### src/rtl/lbk_pkg.sv
package lbk_pkg;

  typedef enum logic [1:0] {
    MD_IO   = 2'd0,
    MD_RCLK = 2'd1,
    MD_PAR  = 2'd2,
    MD_SER  = 2'd3
  } lbk_mode_e;

  typedef enum logic [1:0] {
    ST_IDLE,
    ST_LOCK,
    ST_CHECK,
    ST_CLKW
  } lbk_state_e;

  localparam logic [6:0] PRBS_SEED = 7'h7F;

  // one shift of the x^7 + x^6 + 1 register, new bit enters at bit 0
  function automatic logic [6:0] prbs7_step(input logic [6:0] s);
    return {s[5:0], s[6] ^ s[5]};
  endfunction

endpackage

### src/rtl/lbk_prbs_step.sv
module lbk_prbs_step
  import lbk_pkg::*;
#(
  parameter int WORD_W = 10
) (
  input  logic [6:0]        cur,
  output logic [WORD_W-1:0] word,
  output logic [6:0]        nxt
);
  logic [6:0] s;

  always_comb begin
    s    = cur;
    word = '0;
    for (int i = WORD_W - 1; i >= 0; i--) begin
      s       = prbs7_step(s);
      word[i] = s[0];
    end
    nxt = s;
  end
endmodule

### src/rtl/lbk_prbs_gen.sv
module lbk_prbs_gen
  import lbk_pkg::*;
#(
  parameter int WORD_W = 10
) (
  input  logic              clk,
  input  logic              rst,
  input  logic              load,
  input  logic              adv,
  output logic [WORD_W-1:0] pat
);
  logic [6:0] st, st_nxt;

  lbk_prbs_step #(.WORD_W(WORD_W)) u_step (
    .cur (st),
    .word(pat),
    .nxt (st_nxt)
  );

  always_ff @(posedge clk) begin
    if (rst || load) st <= PRBS_SEED;
    else if (adv)    st <= st_nxt;
  end
endmodule

### src/rtl/lbk_checker.sv
module lbk_checker
  import lbk_pkg::*;
#(
  parameter int WORD_W = 10,
  parameter int ERR_W  = 16
) (
  input  logic              clk,
  input  logic              rst,
  input  logic              clr,
  input  logic              lock_en,
  input  logic              chk_en,
  input  logic [WORD_W-1:0] rx_word,
  output logic              lock_hit,
  output logic [ERR_W-1:0]  err_acc,
  output logic [ERR_W-1:0]  err_upd
);
  localparam int PC_W  = $clog2(WORD_W + 1);
  localparam int SUM_W = ((ERR_W > PC_W) ? ERR_W : PC_W) + 1;

  logic [6:0]        ref_st, ref_nxt;
  logic [WORD_W-1:0] ref_word, diff;
  logic [PC_W-1:0]   pc;
  logic [SUM_W-1:0]  sum;

  lbk_prbs_step #(.WORD_W(WORD_W)) u_ref (
    .cur (ref_st),
    .word(ref_word),
    .nxt (ref_nxt)
  );

  assign diff     = rx_word ^ ref_word;
  assign lock_hit = lock_en && (rx_word != '0);

  always_comb begin
    pc = '0;
    for (int i = 0; i < WORD_W; i++) pc = pc + PC_W'(diff[i]);
  end

  assign sum = SUM_W'(err_acc) + SUM_W'(pc);

  always_comb begin
    if (!chk_en)                             err_upd = err_acc;
    else if (sum > SUM_W'({ERR_W{1'b1}}))    err_upd = '1;
    else                                     err_upd = sum[ERR_W-1:0];
  end

  always_ff @(posedge clk) begin
    if (rst) begin
      ref_st  <= PRBS_SEED;
      err_acc <= '0;
    end else begin
      if (clr)         err_acc <= '0;
      else if (chk_en) err_acc <= err_upd;
      if (lock_hit)    ref_st <= rx_word[6:0];
      else if (chk_en) ref_st <= ref_nxt;
    end
  end

  // the running total never goes down within a run
  a_r5_err_monotone: assert property (@(posedge clk) disable iff (rst)
    (chk_en && !clr) |=> (err_acc >= $past(err_acc)));
endmodule

### src/rtl/lbk_status_tbl.sv
module lbk_status_tbl #(
  parameter int ERR_W   = 16,
  parameter int ENTRIES = 4,
  localparam int IDX_W  = $clog2(ENTRIES)
) (
  input  logic             clk,
  input  logic             rst,
  input  logic             wr_en,
  input  logic [IDX_W-1:0] wr_idx,
  input  logic             wr_pass,
  input  logic [ERR_W-1:0] wr_err,
  input  logic [IDX_W-1:0] rd_idx,
  output logic             rd_valid,
  output logic             rd_pass,
  output logic [ERR_W-1:0] rd_err
);
  logic [ERR_W:0]     mem [ENTRIES];
  logic [ENTRIES-1:0] valid;

  always_ff @(posedge clk) begin
    if (wr_en) mem[wr_idx] <= {wr_pass, wr_err};
    {rd_pass, rd_err} <= mem[rd_idx];
  end

  always_ff @(posedge clk) begin
    if (rst) begin
      valid    <= '0;
      rd_valid <= 1'b0;
    end else begin
      if (wr_en) valid[wr_idx] <= 1'b1;
      rd_valid <= valid[rd_idx];
    end
  end

  // a written entry reads as holding a result afterwards
  a_r10_entry_valid: assert property (@(posedge clk) disable iff (rst)
    wr_en |=> valid[$past(wr_idx)]);
endmodule

### src/rtl/lbk_bist_ctrl.sv
module lbk_bist_ctrl
  import lbk_pkg::*;
#(
  parameter int WORD_W   = 10,
  parameter int LEN_W    = 16,
  parameter int ERR_W    = 16,
  parameter int LOCK_WIN = 64,
  parameter int CLK_WIN  = 64
) (
  input  logic              clk,
  input  logic              rst,
  input  logic [1:0]        mode_sel,
  input  logic              start,
  input  logic [LEN_W-1:0]  run_len,
  input  logic [WORD_W-1:0] rx_word,
  input  logic              rx_clk_in,
  output logic [WORD_W-1:0] tx_word,
  output logic [3:0]        path_sel,
  output logic              busy,
  output logic              done,
  output logic              run_pass,
  output logic [ERR_W-1:0]  run_err,
  input  logic [1:0]        rd_mode,
  output logic              rd_valid,
  output logic              rd_pass,
  output logic [ERR_W-1:0]  rd_err
);
  localparam int WIN_MAX = (LOCK_WIN > CLK_WIN) ? LOCK_WIN : CLK_WIN;
  localparam int WIN_W   = $clog2(WIN_MAX + 1);
  localparam int CNT_W   = (LEN_W > WIN_W) ? LEN_W : WIN_W;

  lbk_state_e        state, state_n;
  lbk_mode_e         mode_r, cmode;
  logic [LEN_W-1:0]  len_r;
  logic [CNT_W-1:0]  cnt, cnt_n;
  logic [CNT_W:0]    cnt_inc;
  logic              clk_q, toggle, last_word;
  logic              start_ok, gen_adv, lock_en, chk_en, lock_hit;
  logic              fin, fin_pass;
  logic [ERR_W-1:0]  fin_err, err_acc, err_upd;
  logic [WORD_W-1:0] gen_pat;

  assign busy      = (state != ST_IDLE);
  assign start_ok  = start && !busy;
  assign cmode     = busy ? mode_r : lbk_mode_e'(mode_sel);
  assign gen_adv   = busy && (mode_r == MD_PAR || mode_r == MD_SER);
  assign lock_en   = (state == ST_LOCK);
  assign chk_en    = (state == ST_CHECK);
  assign toggle    = (rx_clk_in != clk_q);
  assign cnt_inc   = {1'b0, cnt} + {{CNT_W{1'b0}}, 1'b1};
  assign last_word = (cnt_inc >= (CNT_W + 1)'(len_r));
  assign path_sel  = busy ? (4'b0001 << mode_r) : 4'b0000;

  lbk_prbs_gen #(.WORD_W(WORD_W)) u_gen (
    .clk (clk),
    .rst (rst),
    .load(start_ok),
    .adv (gen_adv),
    .pat (gen_pat)
  );

  lbk_checker #(.WORD_W(WORD_W), .ERR_W(ERR_W)) u_chk (
    .clk     (clk),
    .rst     (rst),
    .clr     (start_ok),
    .lock_en (lock_en),
    .chk_en  (chk_en),
    .rx_word (rx_word),
    .lock_hit(lock_hit),
    .err_acc (err_acc),
    .err_upd (err_upd)
  );

  lbk_status_tbl #(.ERR_W(ERR_W), .ENTRIES(4)) u_tbl (
    .clk     (clk),
    .rst     (rst),
    .wr_en   (fin),
    .wr_idx  (mode_r),
    .wr_pass (fin_pass),
    .wr_err  (fin_err),
    .rd_idx  (rd_mode),
    .rd_valid(rd_valid),
    .rd_pass (rd_pass),
    .rd_err  (rd_err)
  );

  // run sequencing: lock, count words, or wait for a clock edge
  always_comb begin
    state_n  = state;
    cnt_n    = cnt;
    fin      = 1'b0;
    fin_pass = 1'b0;
    fin_err  = '0;
    case (state)
      ST_IDLE: begin
        if (start) begin
          state_n = (lbk_mode_e'(mode_sel) == MD_RCLK) ? ST_CLKW : ST_LOCK;
          cnt_n   = '0;
        end
      end
      ST_LOCK: begin
        if (lock_hit) begin
          state_n = ST_CHECK;
          cnt_n   = '0;
        end else if (cnt == CNT_W'(LOCK_WIN - 1)) begin
          state_n = ST_IDLE;
          fin     = 1'b1;
        end else begin
          cnt_n = cnt + 1'b1;
        end
      end
      ST_CHECK: begin
        if (last_word) begin
          state_n  = ST_IDLE;
          fin      = 1'b1;
          fin_pass = (err_upd == '0);
          fin_err  = err_upd;
        end else begin
          cnt_n = cnt + 1'b1;
        end
      end
      ST_CLKW: begin
        if (toggle) begin
          state_n  = ST_IDLE;
          fin      = 1'b1;
          fin_pass = 1'b1;
        end else if (cnt == CNT_W'(CLK_WIN - 1)) begin
          state_n = ST_IDLE;
          fin     = 1'b1;
          fin_err = ERR_W'(1);
        end else begin
          cnt_n = cnt + 1'b1;
        end
      end
      default: state_n = ST_IDLE;
    endcase
  end

  always_ff @(posedge clk) begin
    if (rst) begin
      state    <= ST_IDLE;
      mode_r   <= MD_IO;
      len_r    <= '0;
      cnt      <= '0;
      clk_q    <= 1'b0;
      tx_word  <= '0;
      done     <= 1'b0;
      run_pass <= 1'b0;
      run_err  <= '0;
    end else begin
      state <= state_n;
      cnt   <= cnt_n;
      clk_q <= rx_clk_in;
      done  <= fin;
      if (start_ok) begin
        mode_r <= lbk_mode_e'(mode_sel);
        len_r  <= run_len;
      end
      if (fin) begin
        run_pass <= fin_pass;
        run_err  <= fin_err;
      end
      case (cmode)
        MD_IO:   tx_word <= rx_word;
        MD_RCLK: tx_word <= {WORD_W{rx_clk_in}};
        default: tx_word <= busy ? gen_pat : '0;
      endcase
    end
  end

  // echo path copies the receive word one cycle later
  a_r2_io_echo: assert property (@(posedge clk) disable iff (rst)
    (cmode == MD_IO) |=> (tx_word == $past(rx_word)));
  // clock path replicates the recovered-clock indication
  a_r2_clk_echo: assert property (@(posedge clk) disable iff (rst)
    (cmode == MD_RCLK) |=> (tx_word == {WORD_W{$past(rx_clk_in)}}));
  // pattern modes keep the transmit word quiet while idle
  a_r3_idle_quiet: assert property (@(posedge clk) disable iff (rst)
    (!busy && mode_sel[1]) |=> (tx_word == '0));
  // comparison starts only after a lock cycle
  a_r4_enter_check: assert property (@(posedge clk) disable iff (rst)
    $rose(chk_en) |-> $past(lock_en));
  // end-of-run indication lasts one cycle
  a_r5_done_pulse: assert property (@(posedge clk) disable iff (rst)
    done |=> !done);
  // a passing run reports a zero total
  a_r6_pass_zero: assert property (@(posedge clk) disable iff (rst)
    (done && run_pass) |-> (run_err == '0));
  // the mode of a run stays fixed until it ends
  a_r9_mode_hold: assert property (@(posedge clk) disable iff (rst)
    busy |=> (!busy || $stable(mode_r)));
endmodule

### config.mk
export PLATFORM = sky130hd
export DESIGN_NAME = lbk_bist_ctrl
export DESIGN_NICKNAME = d
export VERILOG_FILES = /design/src/rtl/lbk_pkg.sv /design/src/rtl/lbk_prbs_step.sv /design/src/rtl/lbk_prbs_gen.sv /design/src/rtl/lbk_checker.sv /design/src/rtl/lbk_status_tbl.sv /design/src/rtl/lbk_bist_ctrl.sv
export SDC_FILE = /design/constraint.sdc
export NUM_CORES = 1
export LEC_CHECK = 0
export BUFFER_PORTS_ARGS = -buffer_cell sky130_fd_sc_hd__buf_2
export CAP_MARGIN = 20
export CORE_MARGIN = 2
export CORE_UTILIZATION = 55
export DETAILED_ROUTE_END_ITERATION = 12
export PLACE_DENSITY_LB_ADDON = 0.3
export REMOVE_ABC_BUFFERS = 1
export SLEW_MARGIN = 20
export SYNTH_ARGS = -nofsm -noshare
export SYNTH_HDL_FRONTEND = slang
export SYNTH_SLANG_ARGS = --single-unit
### constraint.sdc
create_clock -name clk -period 9.3 [get_ports clk]
set_input_delay 1.395 -clock clk [delete_from_list [all_inputs] [get_ports clk]]
set_output_delay 1.395 -clock clk [all_outputs]
set_load 0.01 [all_outputs]
* Yosys cells after proc, flatten, opt, wreduce, memory -nomap -nowiden
Memory sizes are Yosys's and may differ from the RTL's. A register that Yosys moved wholly into a read port is not among the register bits.
Cells that the tools add are included.
** Storage, ports and cells
- Memories kept :: 1
- Input bits :: 34
- Output and inout port bits :: 51
- Bits in writable memories :: 68
- Register bits :: 100
** Memory list
- u_tbl.mem :: depth 4, bits a word 17, read ports 1, clocked after memory_dff 1, wr ports 1, RTL line lbk_status_tbl.sv:17 : logic [ERR_W:0] mem [ENTRIES];
** Operators by class
- Bitwise gates (word level) :: 22
- Multiplexer cells :: 39
- Shift operators :: 1
- Add/sub/neg operators :: 12
- Equal/unequal tests :: 13
- Reduce and logical (&&, ||, !) cells :: 16
- Magnitude comparators :: 5
** Operator list (count)
- $mux W16 :: 8
- $pmux W16 S4 :: 1
- $add A4 B1 Y4 :: 8
- $pmux W16 S2 :: 1
- $pmux W10 S2 :: 1
- $xor A1 B1 Y1 :: 20
- $add A16 B1 Y17 const B :: 1
- $add A16 B4 Y17 :: 1
- $ge A17 B16 Y1 :: 1
- $gt A17 B16 Y1 const B :: 1
- $add A16 B1 Y16 const B :: 1
- $eq A16 B6 Y1 const B :: 1
- $logic_not A16 Y1 :: 1
- $mux W2 :: 7
- $mux W7 :: 2
- $mux W1 :: 12
- $mux W10 :: 1
- $reduce_bool A10 Y1 :: 1
- $xor A10 B10 Y10 :: 1
- $eq A2 B2 Y1 const B :: 4
- $ne A2 B2 Y1 const B :: 4
- $pmux W2 S4 :: 1
- $eq A2 B1 Y1 const B :: 3
- $lt A2 B3 Y1 const B :: 2
- other kinds (18) :: 24

* Depth between registers and ports, before layout
- Word-level depth :: 19
- Depth in mapped cells :: 21
- Mapped depth without buffers :: 19

* Modules after synthesis
From an unflattened synthesis, not the netlist that was laid out.
** Second synthesis, totals
- Cells, all modules :: 786
- Area total of the unflattened synthesis :: 8702.1 sq um
** Modules (own cells, without submodules)
- lbk_bist_ctrl :: instances 1, area each 3485.8 sq um, cells an instance 421
- lbk_status_tbl :: instances 1, area each 3034.2 sq um, cells an instance 124
- lbk_checker :: instances 1, area each 1617.8 sq um, cells an instance 184
- lbk_prbs_step :: instances 2, area each 155.1 sq um, cells an instance 17
- lbk_prbs_gen :: instances 1, area each 254.0 sq um, cells an instance 23

* Least setup slack after synthesis
No wires, ideal clock.
- Path type :: input to register
- Start :: in rx_word[0]
- End :: reg run_pass
- Required time :: 9214 ps
- Setup slack :: 2954 ps
- Setup time :: 86 ps
- Arrival time :: 6261 ps
- Cell stages on the path :: 16
- Path buffers :: 0
- Path through :: xnor2_1 > ha_1 > inv_1 > fa_1 > fa_1 > fa_1 > fa_1 > fa_1 > fa_1 > nand2b_1 > a21oi_2 > xor2_1 > or4_1 > nor4b_1 > nand4_1 > a211oi_1
** On the way
- Word-level cells in the longest chain between the ends :: 17
** Ends and longest elaborated chain
- start: declaration :: RTL line lbk_bist_ctrl.sv:15 : input logic [WORD_W-1:0] rx_word,
- $xor A10 B10 Y10 :: RTL line lbk_checker.sv:31 : assign diff = rx_word ^ ref_word;
- $add A1 B1 Y2 :: RTL line lbk_checker.sv:36 : for (int i = 0; i < WORD_W; i++) pc = pc + PC_W'(diff[i]);
- $add A4 B1 Y4 (8 in series) :: RTL line lbk_checker.sv:36
- $add A16 B4 Y17 :: RTL line lbk_checker.sv:39 : assign sum = SUM_W'(err_acc) + SUM_W'(pc);
- $gt A17 B16 Y1 :: RTL line lbk_checker.sv:43 : else if (sum > SUM_W'({ERR_W{1'b1}})) err_upd = '1;
- $mux W16 :: RTL line lbk_checker.sv:43
- $mux W16 :: RTL line lbk_checker.sv:42 : if (!chk_en) err_upd = err_acc;
- $logic_not A16 Y1 :: RTL line lbk_bist_ctrl.sv:116 : fin_pass = (err_upd == '0);
- $mux W1 :: RTL line lbk_bist_ctrl.sv:113 : if (last_word) begin
- $pmux W1 S2 :: RTL line lbk_bist_ctrl.sv:94 : case (state)
- end signal: assignment :: RTL line lbk_bist_ctrl.sv:160 : run_pass <= fin_pass;
- end: declaration :: RTL line lbk_bist_ctrl.sv:21 : output logic run_pass,
Several ways; a longest one is shown, not always the timed one.
A chain may end at the register's enable or synchronous reset.

* Worst setup path after layout
- Start :: in rx_word[0]
- End :: mem u_tbl.mem[0][16] (netlist name) (data pin)
** On the way
- Word-level cells in the longest chain between the ends :: 17
** Ends and longest elaborated chain
- $xor A10 B10 Y10 * :: RTL line lbk_checker.sv:31
- $add A1 B1 Y2 * :: RTL line lbk_checker.sv:36
- $add A4 B1 Y4 * (8 in series) :: RTL line lbk_checker.sv:36
- $add A16 B4 Y17 * :: RTL line lbk_checker.sv:39
- $gt A17 B16 Y1 :: RTL line lbk_checker.sv:43
- $mux W16 * :: RTL line lbk_checker.sv:43
- $mux W16 * :: RTL line lbk_checker.sv:42
- $logic_not A16 Y1 * :: RTL line lbk_bist_ctrl.sv:116
- $mux W1 * :: RTL line lbk_bist_ctrl.sv:113
- $pmux W1 S2 * :: RTL line lbk_bist_ctrl.sv:94
- net fin_pass :: RTL line lbk_bist_ctrl.sv:39 : logic fin, fin_pass;
- end: declaration :: RTL line lbk_status_tbl.sv:17
Mark *: on every way through the listed nets, which the timed path passes. The rest lies on a longest branch.

==> metrics.txt <==
CTS buffer count 17; relative slew slack 38.4%; Die X-Extent 130 um; Cell Area, Synth 8710 um^2; average routed wire per standard cell 17.0 um; number of register bits inferred by synthesis 185; pin count of the biggest net entering global routing 75; Inserted Diodes 0; Startpoint Class input port; top routing layer used met4; overall via count from detail_route 6353; sinks on the clock net 185; Hold Crit Endpoint u_tbl.valid[3]; standard-cell row count 46; area of the multi-input gates 3950 um^2; fraction of final layout cells with drive strength greater than 1 19.1%; Leakage Power 0.00384 uW; initial core utilization 55.6%; Antenna Nets Post-Route 0; amount of wire on met2 after detailed routing 8810 um; clock latency of the later-clocked register in the worst-skew pair 430 ps; global placement routability congestion 0.925; worst hold path depth 2; cell count after synthesis 829; Achievable Freq 152 MHz; antenna violations before repair 0; maximum resistive drop on vdd 0.199 mV; endpoints failing hold 0; metal1 wirelength 8810 um; area of the die 16900 um^2; WHS 448 ps; average cell area after synthesis 10.5 um^2; DRC viols 0; commonest non-fill, non-tap cell in the layout sky130_fd_sc_hd__dfxtp_1; count of flip-flops with a built-in enable after synthesis 68; y dimension of the die 130 um; post-synthesis cell type count 69; worst-path fanout max 8; count of warnings emitted by yosys 0; length of the first detailed-routing pass in iterations 5; Max Root-Sink Buffers 2; slowest cell delay on critical path 520 ps; asr flop ratio synth 0%; main area contributors after synthesis sky130_fd_sc_hd__dfxtp_1 (27%), sky130_fd_sc_hd__edfxtp_1 (23%), sky130_fd_sc_hd__mux4_2 (4.7%); clock period minus final worst setup slack 6600 ps; setup tns final 0 ps; Critical R2R Launch u_chk.ref_st[4]; cell taking the most area after synthesis sky130_fd_sc_hd__dfxtp_1; grt total ovfl 0; gate family responsible for the most delay along the worst path adder cells; unrepaired setup endpoints after global routing no; final wirelength 19100 um; sum of met3 wire segment lengths after detailed routing 1070 um; fraction of the yosys area taken by sequential cells 50.3%; area grow syn2layout 12.5%; half-perimeter wire length of the detailed placement result 12700 um; total power 2270 uW; area share of the largest cell type after synthesis 26.9%; CP Capture Type register; Fin Clk Skew 10.7 ps; Placeable Area 15700 um^2; total track usage 23.9%; worst setup path class input port to register; Pins Over Slew Limit 0; filler cell count 1310; most frequent cells in the layout sky130_fd_sc_hd__dfxtp_1 (117), sky130_fd_sc_hd__nand2_1 (91), sky130_fd_sc_hd__buf_2 (84); TritonCTS clock tree yes; post-layout util 62.6%; outcome finished, final reports clean; number of max-capacitance violations reported 0; Most used DFF post-synth sky130_fd_sc_hd__dfxtp_1; Hold Startpoint u_tbl.valid[3]; reg-to-reg setup timing slack 3140 ps; H-tree lvl count 4; buffering stage count on the worst path with inverters included 2; data required time at the worst endpoint 9460 ps; Critical R2R Capture u_tbl.mem[0][16]; Power Density 232 nW/um^2; root buf cell sky130_fd_sc_hd__clkbuf_16; cts-stage hold buffer count 0; NumNets Final 959; path class of the lowest-slack min-delay path register to register; post-CTS repair timing setup buffer count 0; via count of the first global-routing pass 6089; depth of the most critical reg-to-reg path 17; global-route wire length before repair 31200 um; setup violation total in the final timing report 0; sequential standard cell area 4380 um^2; Starting DRT DRC Count 445; Via density 5.67; clock-pin slew on the worst setup and hold paths 70 ps; arrival time of data at the critical path endpoint 6760 ps; CP Cell Sequence buf_2 -> xnor2_1 -> ha_1 -> inv_1 -> fa_1 -> fa_1 -> fa_1 -> fa_1 -> fa_1 -> fa_1 -> nand2b_1 -> a211oi_2 -> nor2b_1 -> nor2_1 -> a32o_1 -> nand4_1 -> nand2_1; port buffer count 84; number of gates resized after CTS 0; share of the clock period used by the worst path after layout 71.0%; pin slew with the least headroom to its limit 920 ps; number of top-level pins 85; most frequent CP cell sky130_fd_sc_hd__fa_1; cell with the largest stage delay on the worst path sky130_fd_sc_hd__fa_1
-- registers in the layout, summed over array words and instances (netlist names), 10 cells and up --
name	cells
u_tbl.mem	68
cnt	16
len_r	16
run_err	16
u_chk.err_acc	16
u_tbl.rd_err	16
tx_word	10
-- worst max path at each step --
stage,start,endpoint,slack (ps),depth (start not counted)
global placement,rx_word[0],u_tbl.mem[0][16],2390,17
detailed placement,rx_word[0],u_tbl.mem[0][16],2290,17
global route,rx_word[0],u_tbl.mem[0][16],2380,17
CTS,rx_word[0],u_tbl.mem[0][16],2730,17
floorplan,rx_word[0],u_tbl.mem[0][16],2830,16
finish,rx_word[0],u_tbl.mem[0][16],2700,17
-- metal layers --
layer / track usage [%] / vias up
li1: - / 3098
met4: 8.16 / 0
met5: 0 / -
met1: 33.2 / 3022
met3: 4.76 / 29
met2: 37.7 / 204
-- Yosys cell counts, types with 11 or more instances --
| master | n |
|---|---|
| sky130_fd_sc_hd__nor2_1 | 41 |
| sky130_fd_sc_hd__nand4_1 | 12 |
| sky130_fd_sc_hd__mux4_2 | 18 |
| sky130_fd_sc_hd__xor2_1 | 27 |
| sky130_fd_sc_hd__edfxtp_1 | 68 |
| sky130_fd_sc_hd__ha_1 | 26 |
| sky130_fd_sc_hd__clkbuf_1 | 27 |
| sky130_fd_sc_hd__nand3_1 | 28 |
| sky130_fd_sc_hd__o21ai_0 | 16 |
| sky130_fd_sc_hd__nand2_1 | 91 |
| sky130_fd_sc_hd__buf_2 | 11 |
| sky130_fd_sc_hd__xnor2_1 | 29 |
| sky130_fd_sc_hd__inv_1 | 49 |
| sky130_fd_sc_hd__a21oi_1 | 65 |
| sky130_fd_sc_hd__dfxtp_1 | 117 |
| sky130_fd_sc_hd__a31oi_1 | 12 |
| sky130_fd_sc_hd__and3_1 | 22 |
| sky130_fd_sc_hd__nor3_1 | 17 |
| sky130_fd_sc_hd__nand2b_1 | 12 |
-- worst reg2reg max path, cell delays in order, from the launching register on --
cell	delay, ps
sky130_fd_sc_hd__dfxtp_1	470
sky130_fd_sc_hd__xnor2_1	210
sky130_fd_sc_hd__xnor2_1	110
sky130_fd_sc_hd__ha_1	280
sky130_fd_sc_hd__inv_1	50
sky130_fd_sc_hd__fa_1	500
sky130_fd_sc_hd__fa_1	520
sky130_fd_sc_hd__fa_1	510
sky130_fd_sc_hd__fa_1	470
sky130_fd_sc_hd__fa_1	490
sky130_fd_sc_hd__fa_1	440
sky130_fd_sc_hd__nand2b_1	250
sky130_fd_sc_hd__a211oi_2	430
sky130_fd_sc_hd__nor2b_1	430
sky130_fd_sc_hd__nor2_1	210
sky130_fd_sc_hd__a32o_1	310
sky130_fd_sc_hd__nand4_1	100
sky130_fd_sc_hd__nand2_1	110
-- per-stage QoR --
step / cells / worst slack, ps / instance area [um^2]
4_1_cts: 1121 / 2730 / 9800
5_1_grt: 1121 / 2380 / 9800
6_report: 1121 / 2700 / 9800
2_1_floorplan: 785 / 2830 / 8520
3_3_place_gp: 1089 / 2390 / 9240
3_5_place_dp: 1089 / 2290 / 9240
-- cells by family (layout without fill, tap and decap cells) --
| group | Yosys count | in the layout | share of synthesized area (%) |
|---|---|---|---|
| adders and majority gates | 33 | 33 | 5.34 |
| xor gates and xnor gates | 56 | 56 | 5.63 |
| AOI/OAI and AO/OA | 172 | 172 | 13.6 |
| DFF | 185 | 185 | 50.3 |
| buffers and inverters | 93 | 169 | 4.32 |
| and+or+nand+nor | 263 | 263 | 15.0 |
| muxes | 27 | 27 | 5.72 |
-- where the power goes --
part	switching, uW	internal [uW]
clock network	335	354
registers	21.6	865
logic	417	279
total	773	1500
-- layout make-up --
type / count / share of cell area, %
Timing Repair Buffer: 88 / 4.60
Clock buffer: 18 / 4.38
Tap cell: 216 / 2.76
Multi-Input combinational cell: 551 / 40.3
Inverter: 49 / 1.88
Clock inverter: 14 / 1.33
Sequential cell: 185 / 44.7
Power figures use the tool's default switching activity.
